$ cat src/rtl/fseq_pkg.sv
package fseq_pkg;

   typedef enum logic [1:0] {
      OP_CALL_ABS = 2'b00,
      OP_CALL_REG = 2'b01,
      OP_RETURN   = 2'b10,
      OP_TRAP     = 2'b11
   } fseq_op_e;

   typedef enum logic [2:0] {
      ST_IDLE,
      ST_PUSH_RA,
      ST_PUSH_FP,
      ST_POP_FP,
      ST_POP_RA,
      ST_COMMIT,
      ST_DONE
   } fseq_state_e;

endpackage

$ cat src/rtl/fseq_ctrl.sv
module fseq_ctrl
   import fseq_pkg::*;
(
   input  logic        clk,
   input  logic        rst_n,
   input  logic        go_i,
   input  fseq_op_e    op_i,
   input  logic        vec_i,
   input  logic        ack_i,
   output fseq_state_e state_o,
   output logic        accept_o,
   output logic        step_o,
   output logic        mem_req_o,
   output logic        mem_we_o,
   output logic        wb_en_o,
   output logic        done_o
);

   fseq_state_e state_q, state_d;

   always_comb begin
      state_d = state_q;
      unique case (state_q)
         ST_IDLE: begin
            if (go_i) begin
               unique case (op_i)
                  OP_RETURN: state_d = ST_POP_FP;
                  OP_TRAP:   state_d = vec_i ? ST_PUSH_RA : ST_COMMIT;
                  default:   state_d = ST_PUSH_RA;
               endcase
            end
         end
         ST_PUSH_RA: if (ack_i) state_d = ST_PUSH_FP;
         ST_PUSH_FP: if (ack_i) state_d = ST_COMMIT;
         ST_POP_FP:  if (ack_i) state_d = ST_POP_RA;
         ST_POP_RA:  if (ack_i) state_d = ST_COMMIT;
         ST_COMMIT:  state_d = ST_DONE;
         default:    state_d = ST_IDLE;
      endcase
   end

   always_ff @(posedge clk or negedge rst_n) begin
      if (!rst_n) state_q <= ST_IDLE;
      else        state_q <= state_d;
   end

   assign mem_req_o = (state_q == ST_PUSH_RA) || (state_q == ST_PUSH_FP) ||
                      (state_q == ST_POP_FP)  || (state_q == ST_POP_RA);
   assign mem_we_o  = (state_q == ST_PUSH_RA) || (state_q == ST_PUSH_FP);
   assign accept_o  = go_i && (state_q == ST_IDLE);
   assign step_o    = ack_i && mem_req_o;
   assign wb_en_o   = (state_q == ST_COMMIT);
   assign done_o    = (state_q == ST_DONE);
   assign state_o   = state_q;

endmodule

$ cat src/rtl/fseq_frame.sv
module fseq_frame
   import fseq_pkg::*;
#(
   parameter int                DATA_W       = 32,
   parameter int                ABS_CALL_LEN = 6,
   parameter int                REG_CALL_LEN = 2,
   parameter int                TRAP_LEN     = 6,
   parameter logic [DATA_W-1:0] VECTOR_CODE  = '1
) (
   input  logic              clk,
   input  logic              rst_n,
   input  logic              accept_i,
   input  logic              step_i,
   input  fseq_state_e       state_i,
   input  fseq_op_e          op_i,
   input  logic [DATA_W-1:0] pc_i,
   input  logic [DATA_W-1:0] target_i,
   input  logic [DATA_W-1:0] handler_i,
   input  logic [DATA_W-1:0] code_i,
   input  logic [DATA_W-1:0] sp_i,
   input  logic [DATA_W-1:0] fp_i,
   input  logic [DATA_W-1:0] rd_word_i,
   output logic              vec_o,
   output logic [DATA_W-1:0] addr_o,
   output logic [DATA_W-1:0] wdata_o,
   output logic [DATA_W-1:0] new_sp_o,
   output logic [DATA_W-1:0] new_fp_o,
   output logic [DATA_W-1:0] new_pc_o,
   output logic [DATA_W-1:0] code_o,
   output logic              trap_o
);

   localparam int                WORD_BYTES = DATA_W / 8;
   localparam logic [DATA_W-1:0] OFS_W1     = DATA_W'(WORD_BYTES);
   localparam logic [DATA_W-1:0] OFS_W2     = DATA_W'(2 * WORD_BYTES);
   localparam logic [DATA_W-1:0] OFS_W3     = DATA_W'(3 * WORD_BYTES);
   localparam logic [DATA_W-1:0] LEN_ABS    = DATA_W'(ABS_CALL_LEN);
   localparam logic [DATA_W-1:0] LEN_REG    = DATA_W'(REG_CALL_LEN);
   localparam logic [DATA_W-1:0] LEN_TRAP   = DATA_W'(TRAP_LEN);

   logic [DATA_W-1:0] base_d, link_d, sp_d, fp_d, pc_d;
   logic [DATA_W-1:0] base_q, link_q, oldfp_q, sp_q, fp_q, pc_q, code_q;
   logic              trap_q;

   assign vec_o = (code_i == VECTOR_CODE);

   // Frame geometry chosen at the moment the operation is accepted
   always_comb begin
      base_d = sp_i;
      link_d = pc_i + LEN_ABS;
      sp_d   = sp_i - OFS_W3;
      fp_d   = sp_i - OFS_W3;
      pc_d   = target_i;
      unique case (op_i)
         OP_CALL_ABS: ;
         OP_CALL_REG: link_d = pc_i + LEN_REG;
         OP_RETURN: begin
            base_d = fp_i;
            sp_d   = fp_i + OFS_W3;
            fp_d   = fp_i;
            pc_d   = pc_i;
         end
         default: begin
            link_d = pc_i + LEN_TRAP;
            if (vec_o) begin
               pc_d = handler_i;
            end else begin
               sp_d = sp_i;
               fp_d = fp_i;
               pc_d = pc_i + LEN_TRAP;
            end
         end
      endcase
   end

   always_ff @(posedge clk or negedge rst_n) begin
      if (!rst_n) begin
         base_q  <= '0;
         link_q  <= '0;
         oldfp_q <= '0;
         sp_q    <= '0;
         fp_q    <= '0;
         pc_q    <= '0;
         code_q  <= '0;
         trap_q  <= 1'b0;
      end else if (accept_i) begin
         base_q  <= base_d;
         link_q  <= link_d;
         oldfp_q <= fp_i;
         sp_q    <= sp_d;
         fp_q    <= fp_d;
         pc_q    <= pc_d;
         code_q  <= code_i;
         trap_q  <= (op_i == OP_TRAP);
      end else if (step_i) begin
         if (state_i == ST_POP_FP) fp_q <= rd_word_i;
         if (state_i == ST_POP_RA) pc_q <= rd_word_i;
      end
   end

   always_comb begin
      unique case (state_i)
         ST_PUSH_RA: addr_o = base_q - OFS_W2;
         ST_PUSH_FP: addr_o = base_q - OFS_W3;
         ST_POP_RA:  addr_o = base_q + OFS_W1;
         default:    addr_o = base_q;
      endcase
   end

   assign wdata_o  = (state_i == ST_PUSH_FP) ? oldfp_q : link_q;
   assign new_sp_o = sp_q;
   assign new_fp_o = fp_q;
   assign new_pc_o = pc_q;
   assign code_o   = code_q;
   assign trap_o   = trap_q;

endmodule

$ cat src/rtl/fseq_lanes.sv
module fseq_lanes #(
   parameter int DATA_W    = 32,
   parameter bit LANE_SWAP = 1'b0
) (
   input  logic [DATA_W-1:0] wdata_i,
   input  logic [DATA_W-1:0] bus_rdata_i,
   output logic [DATA_W-1:0] bus_wdata_o,
   output logic [DATA_W-1:0] rdata_o
);

   localparam int NBYTES = DATA_W / 8;

   generate
      if (LANE_SWAP) begin : g_swap
         for (genvar b = 0; b < NBYTES; b++) begin : g_byte
            assign bus_wdata_o[8*b +: 8] = wdata_i[DATA_W-8-8*b +: 8];
            assign rdata_o[8*b +: 8]     = bus_rdata_i[DATA_W-8-8*b +: 8];
         end
      end else begin : g_native
         assign bus_wdata_o = wdata_i;
         assign rdata_o     = bus_rdata_i;
      end
   endgenerate

endmodule

$ cat src/rtl/call_frame_seq.sv
module call_frame_seq
   import fseq_pkg::*;
#(
   parameter int                DATA_W       = 32,
   parameter int                ABS_CALL_LEN = 6,
   parameter int                REG_CALL_LEN = 2,
   parameter int                TRAP_LEN     = 6,
   parameter int                TRAP_CAUSE   = 3,
   parameter logic [DATA_W-1:0] VECTOR_CODE  = '1,
   parameter bit                LANE_SWAP    = 1'b0
) (
   input  logic              clk,
   input  logic              rst_n,
   input  logic              frame_go,
   input  logic [1:0]        frame_op,
   input  logic [DATA_W-1:0] cur_pc,
   input  logic [DATA_W-1:0] jump_target,
   input  logic [DATA_W-1:0] vector_base,
   input  logic [DATA_W-1:0] trap_code,
   input  logic [DATA_W-1:0] cur_sp,
   input  logic [DATA_W-1:0] cur_fp,
   output logic              mem_req,
   output logic              mem_we,
   output logic [DATA_W-1:0] mem_addr,
   output logic [DATA_W-1:0] mem_wdata,
   input  logic              mem_ack,
   input  logic [DATA_W-1:0] mem_rdata,
   output logic              wb_en,
   output logic [DATA_W-1:0] wb_sp,
   output logic [DATA_W-1:0] wb_fp,
   output logic [DATA_W-1:0] wb_pc,
   output logic              sr_we,
   output logic [DATA_W-1:0] sr_cause,
   output logic [DATA_W-1:0] sr_code,
   output logic              done
);

   generate
      if (DATA_W % 8 != 0 || DATA_W < 16) begin : g_bad_width
         $error("call_frame_seq: DATA_W must be a multiple of 8 and at least 16");
      end
      if (ABS_CALL_LEN <= 0 || REG_CALL_LEN <= 0 || TRAP_LEN <= 0) begin : g_bad_len
         $error("call_frame_seq: instruction lengths must be positive");
      end
      if (TRAP_CAUSE < 0) begin : g_bad_cause
         $error("call_frame_seq: TRAP_CAUSE must not be negative");
      end
   endgenerate

   fseq_state_e       state;
   fseq_op_e          op_sel;
   logic              accept, step, vec, trap_flag;
   logic [DATA_W-1:0] word_out, word_in;

   assign op_sel = fseq_op_e'(frame_op);

   fseq_ctrl u_ctrl (
      .clk       (clk),
      .rst_n     (rst_n),
      .go_i      (frame_go),
      .op_i      (op_sel),
      .vec_i     (vec),
      .ack_i     (mem_ack),
      .state_o   (state),
      .accept_o  (accept),
      .step_o    (step),
      .mem_req_o (mem_req),
      .mem_we_o  (mem_we),
      .wb_en_o   (wb_en),
      .done_o    (done)
   );

   fseq_frame #(
      .DATA_W       (DATA_W),
      .ABS_CALL_LEN (ABS_CALL_LEN),
      .REG_CALL_LEN (REG_CALL_LEN),
      .TRAP_LEN     (TRAP_LEN),
      .VECTOR_CODE  (VECTOR_CODE)
   ) u_frame (
      .clk       (clk),
      .rst_n     (rst_n),
      .accept_i  (accept),
      .step_i    (step),
      .state_i   (state),
      .op_i      (op_sel),
      .pc_i      (cur_pc),
      .target_i  (jump_target),
      .handler_i (vector_base),
      .code_i    (trap_code),
      .sp_i      (cur_sp),
      .fp_i      (cur_fp),
      .rd_word_i (word_in),
      .vec_o     (vec),
      .addr_o    (mem_addr),
      .wdata_o   (word_out),
      .new_sp_o  (wb_sp),
      .new_fp_o  (wb_fp),
      .new_pc_o  (wb_pc),
      .code_o    (sr_code),
      .trap_o    (trap_flag)
   );

   fseq_lanes #(
      .DATA_W    (DATA_W),
      .LANE_SWAP (LANE_SWAP)
   ) u_lanes (
      .wdata_i     (word_out),
      .bus_rdata_i (mem_rdata),
      .bus_wdata_o (mem_wdata),
      .rdata_o     (word_in)
   );

   assign sr_we    = wb_en && trap_flag;
   assign sr_cause = DATA_W'(TRAP_CAUSE);

endmodule

$ cat config.mk
export PLATFORM = sky130hd
export DESIGN_NAME = call_frame_seq
export DESIGN_NICKNAME = d
export VERILOG_FILES = /design/src/rtl/fseq_pkg.sv /design/src/rtl/fseq_ctrl.sv /design/src/rtl/fseq_frame.sv /design/src/rtl/fseq_lanes.sv /design/src/rtl/call_frame_seq.sv
export SDC_FILE = /design/constraint.sdc
export NUM_CORES = 1
export LEC_CHECK = 0
export BUFFER_PORTS_ARGS = -buffer_cell sky130_fd_sc_hd__buf_2
export CAP_MARGIN = 20
export CORE_MARGIN = 2
export CORE_UTILIZATION = 55
export CTS_CLUSTER_DIAMETER = 60
export DETAILED_ROUTE_END_ITERATION = 8
export PLACE_DENSITY = 0.81
export SETUP_SLACK_MARGIN = 0.02
export SLEW_MARGIN = 20
export SYNTH_ARGS = -nofsm -noshare
export SYNTH_HDL_FRONTEND = slang
export SYNTH_HIERARCHICAL = 1
export SYNTH_SLANG_ARGS = --single-unit
export TNS_END_PERCENT = 10
$ cat constraint.sdc
create_clock -name clk -period 5.7 [get_ports clk]
set_input_delay 0.285 -clock clk [delete_from_list [all_inputs] [get_ports clk]]
set_output_delay 0.285 -clock clk [all_outputs]
set_load 0.1 [all_outputs]
==> metrics <==
Port Buffers=426; Fin Setup TNS=0 ns; layout cells sized above 1=27.35%; Hold Crit Start=jump_target[1]; Critical R2R Capture=u_frame/new_pc_o[16]; chip width=181.8 µm; clock latency on the worst-skew pair=0.56 ns; post-DP HPWL=46810 µm; required time of the worst setup path=5.41 ns; Reg clk slew, reported paths=0.06 ns; first-pass GRT wire length=96090 µm; Antenna Nets Post-Route=0; DRT Wirelength=64260 µm; Fillers=2678; critical path startpoint category=register; worst-margin pin slew=1.051 ns; final setup violating endpoints=0; hold endpoint=u_frame/new_pc_o[1]; RSZ-0062 raised after global routing=false; HP Class=primary input to register; # rows=65; Async SR Flop Fraction=100.0%; worst hold path cell count=3; Via-to-Cell Ratio=6.327; #FFs+latches synth=228; area leader, netlist=dfrtp_1; H-Tree Depth=1; largest net degree at the start of global routing=148; post-synthesis xor/xnor area fraction=5.794%; Crit path arrival time=4.91 ns; top cell type's share of synthesized area=32.82%; # IOs=459; main combinational cell family by area after synthesis=compound AO/OA/AOI/OAI gates; Worst Reg-to-Reg Cells=9; Critical Path Source=u_ctrl/state_o[0]; r2r setup slk=2.74 ns; DR vias=17660; initial antenna violation count=6; Num CTS Buffers=29; fmax=192.5 MHz; Total Routing Usage GR=37.44%; status=finished clean; postcts setup bufs=0; NumNets Final=2635; DRC Markers=0; CTS root buf=clkbuf_16; Post-synth EDFFs=0; Initial Util=55.52%; area grow syn2layout=17.19%; FF-to-FF Start=u_ctrl/state_o[0]; worst-path fanout max=24; Core Box Area=31310 µm²; CTS tree=yes; endpoints failing hold=0; synth unique cells=82; Synth Area per Inst=8.353 µm²; CTS Sinks=228; Clock Path Buffers=3; Rel. slew slack=29.92%; WL/cell=23.02 µm; Synth Warn #=6; Placer Congestion=0.9800; area of the die=33040 µm²; total global routing overflow=0; synthesized-area fraction occupied by and/or/nand/nor cells=18.17%; commonest non-fill, non-tap cells in the layout=buf_2 (424), nand2_1 (231), dfrtp_1 (228); post-route minimum period=5.195 ns; DRT iter0 DRCs=2036; most common cell after layout, fill and taps aside=buf_2; Maximum Capacitance Violations=0; Crit Path Class=register to output port; crit path capture type=output port; First-pass DRT Iterations=6; Final Skew=0.01899 ns; cell count after synthesis=2081; Mapped Area=17380 µm²; Compound-Gate Fraction of Synth Area=20.26%; largest cells by area after synthesis=dfrtp_1 (33%), mux2_2 (8.2%), nand2_1 (5.0%), a21oi_1 (4.4%), buf_4 (4.2%); Max Slew Vio Count=0; vias in the first global route=16440; sequential cell area fraction in the yosys report=32.82%; die height=181.8 µm; Main synth FF type=dfrtp_1; final period utilization=91.14%; Synth Area in Adders=2.922%; mux cell area share after synthesis=11.49%
-- critical path, stage by stage (launching register included) --
cell and delay, ns:
dfrtp_1 0.37, nor2_1 0.14, and2_1 0.22, clkinv_1 0.38, buf_16 0.31, ha_1 0.39
a21oi_1 0.19, o22ai_1 0.13, a211oi_1 0.34, a311oi_1 0.20, a2111oi_1 0.67, a21oi_1 0.18
mux2i_1 0.21, xor2_1 0.16, buf_2 0.45
-- final cells by class --
class | count | area (µm²) | share of cell area (%)
Multi-Input combinational cell | 1593 | 10340 | 50.74
Sequential cell | 228 | 5705 | 28.01
Timing Repair Buffer | 479 | 2658 | 13.05
Clock buffer | 39 | 813.3 | 3.992
Tap cell | 402 | 503.0 | 2.469
Clock inverter | 14 | 219.0 | 1.075
Inverter | 35 | 131.4 | 0.6449
Antenna cell | 2 | 5.005 | 0.02457
-- what timing repair did --
| item | in CTS | in global routing |
|---|---|---|
| resized for setup | 0 | 1 |
| hold endpoints to repair | 127 | 0 |
| hold buffers | 28 | 0 |
| endpoints found under the setup margin | 0 | 2 |
-- how the worst max path moves through the flow --
| stage | to | slack [ns] | cells after the start |
|---|---|---|---|
| floorplan | mem_addr[31] | 0.38 | 14 |
| global placement | mem_addr[31] | 0.90 | 13 |
| detailed placement | mem_addr[31] | 0.91 | 13 |
| CTS | mem_addr[31] | 0.32 | 13 |
| global route | mem_addr[31] | 0.17 | 14 |
| finish | mem_addr[31] | 0.50 | 14 |
-- routing by layer --
layer	track usage [%]	wire length [µm]	vias up
met2	57.76	28320	1124
met3	7.320	7015	176
met5	0	36	-
met1	51.98	26100	8416
li1	-	-	7942
met4	14.86	2795	6
-- synthesized netlist by cell type, drive strengths merged, types with 6 or more instances --
cell,n
or2,10
o22ai,36
xor2,57
clkbuf,136
buf,119
nand3,48
nor2,179
o211ai,31
nand4,28
a211oi,32
and3,10
a21o,23
o21a,11
o31ai,6
inv,33
mux2i,53
or4,10
dfrtp,228
a22o,10
o21ai,125
nand2,233
xnor2,58
nor4,20
or3,19
nor2b,28
o221ai,19
a221oi,19
mux2,130
a31oi,42
nand2b,12
a21oi,154
nor3,35
ha,39
-- state kept, by name (all words and copies together), names as in the netlist --
name and cells:
u_frame/oldfp_q 32, u_frame/code_o 32, u_frame/trap_o 1, u_frame/new_sp_o 32
u_frame/new_fp_o 32, u_frame/base_q 32, u_frame/new_pc_o 32, u_ctrl/state_o 3
u_frame/link_q 32
-- through the flow --
step                setup WS [ns]  hold WS, ns  cells  cell area [µm²]  util, %
CTS                        0.3173   0.00007566   2789            20340    64.95
finish                     0.5048     0.005131   2792            20370    65.06
global route               0.1700     0.006509   2791            20370    65.05
global placement           0.9045       0.3883   2708            19020    60.76
floorplan                  0.3837     -0.01059   2111            17500        -
detailed placement         0.9066       0.4033   2708            19020    60.76
-- kinds of logic after synthesis --
group | count (synthesis)
simple gates | 664
compound gates | 558
buf+inv | 290
flops | 228
mux | 183
xor+xnor | 115
fa+ha+maj | 41
other cells | 2
Power is not shown: default switching activity piles up to over one toggle a cycle in this logic, so the estimate is an artifact.
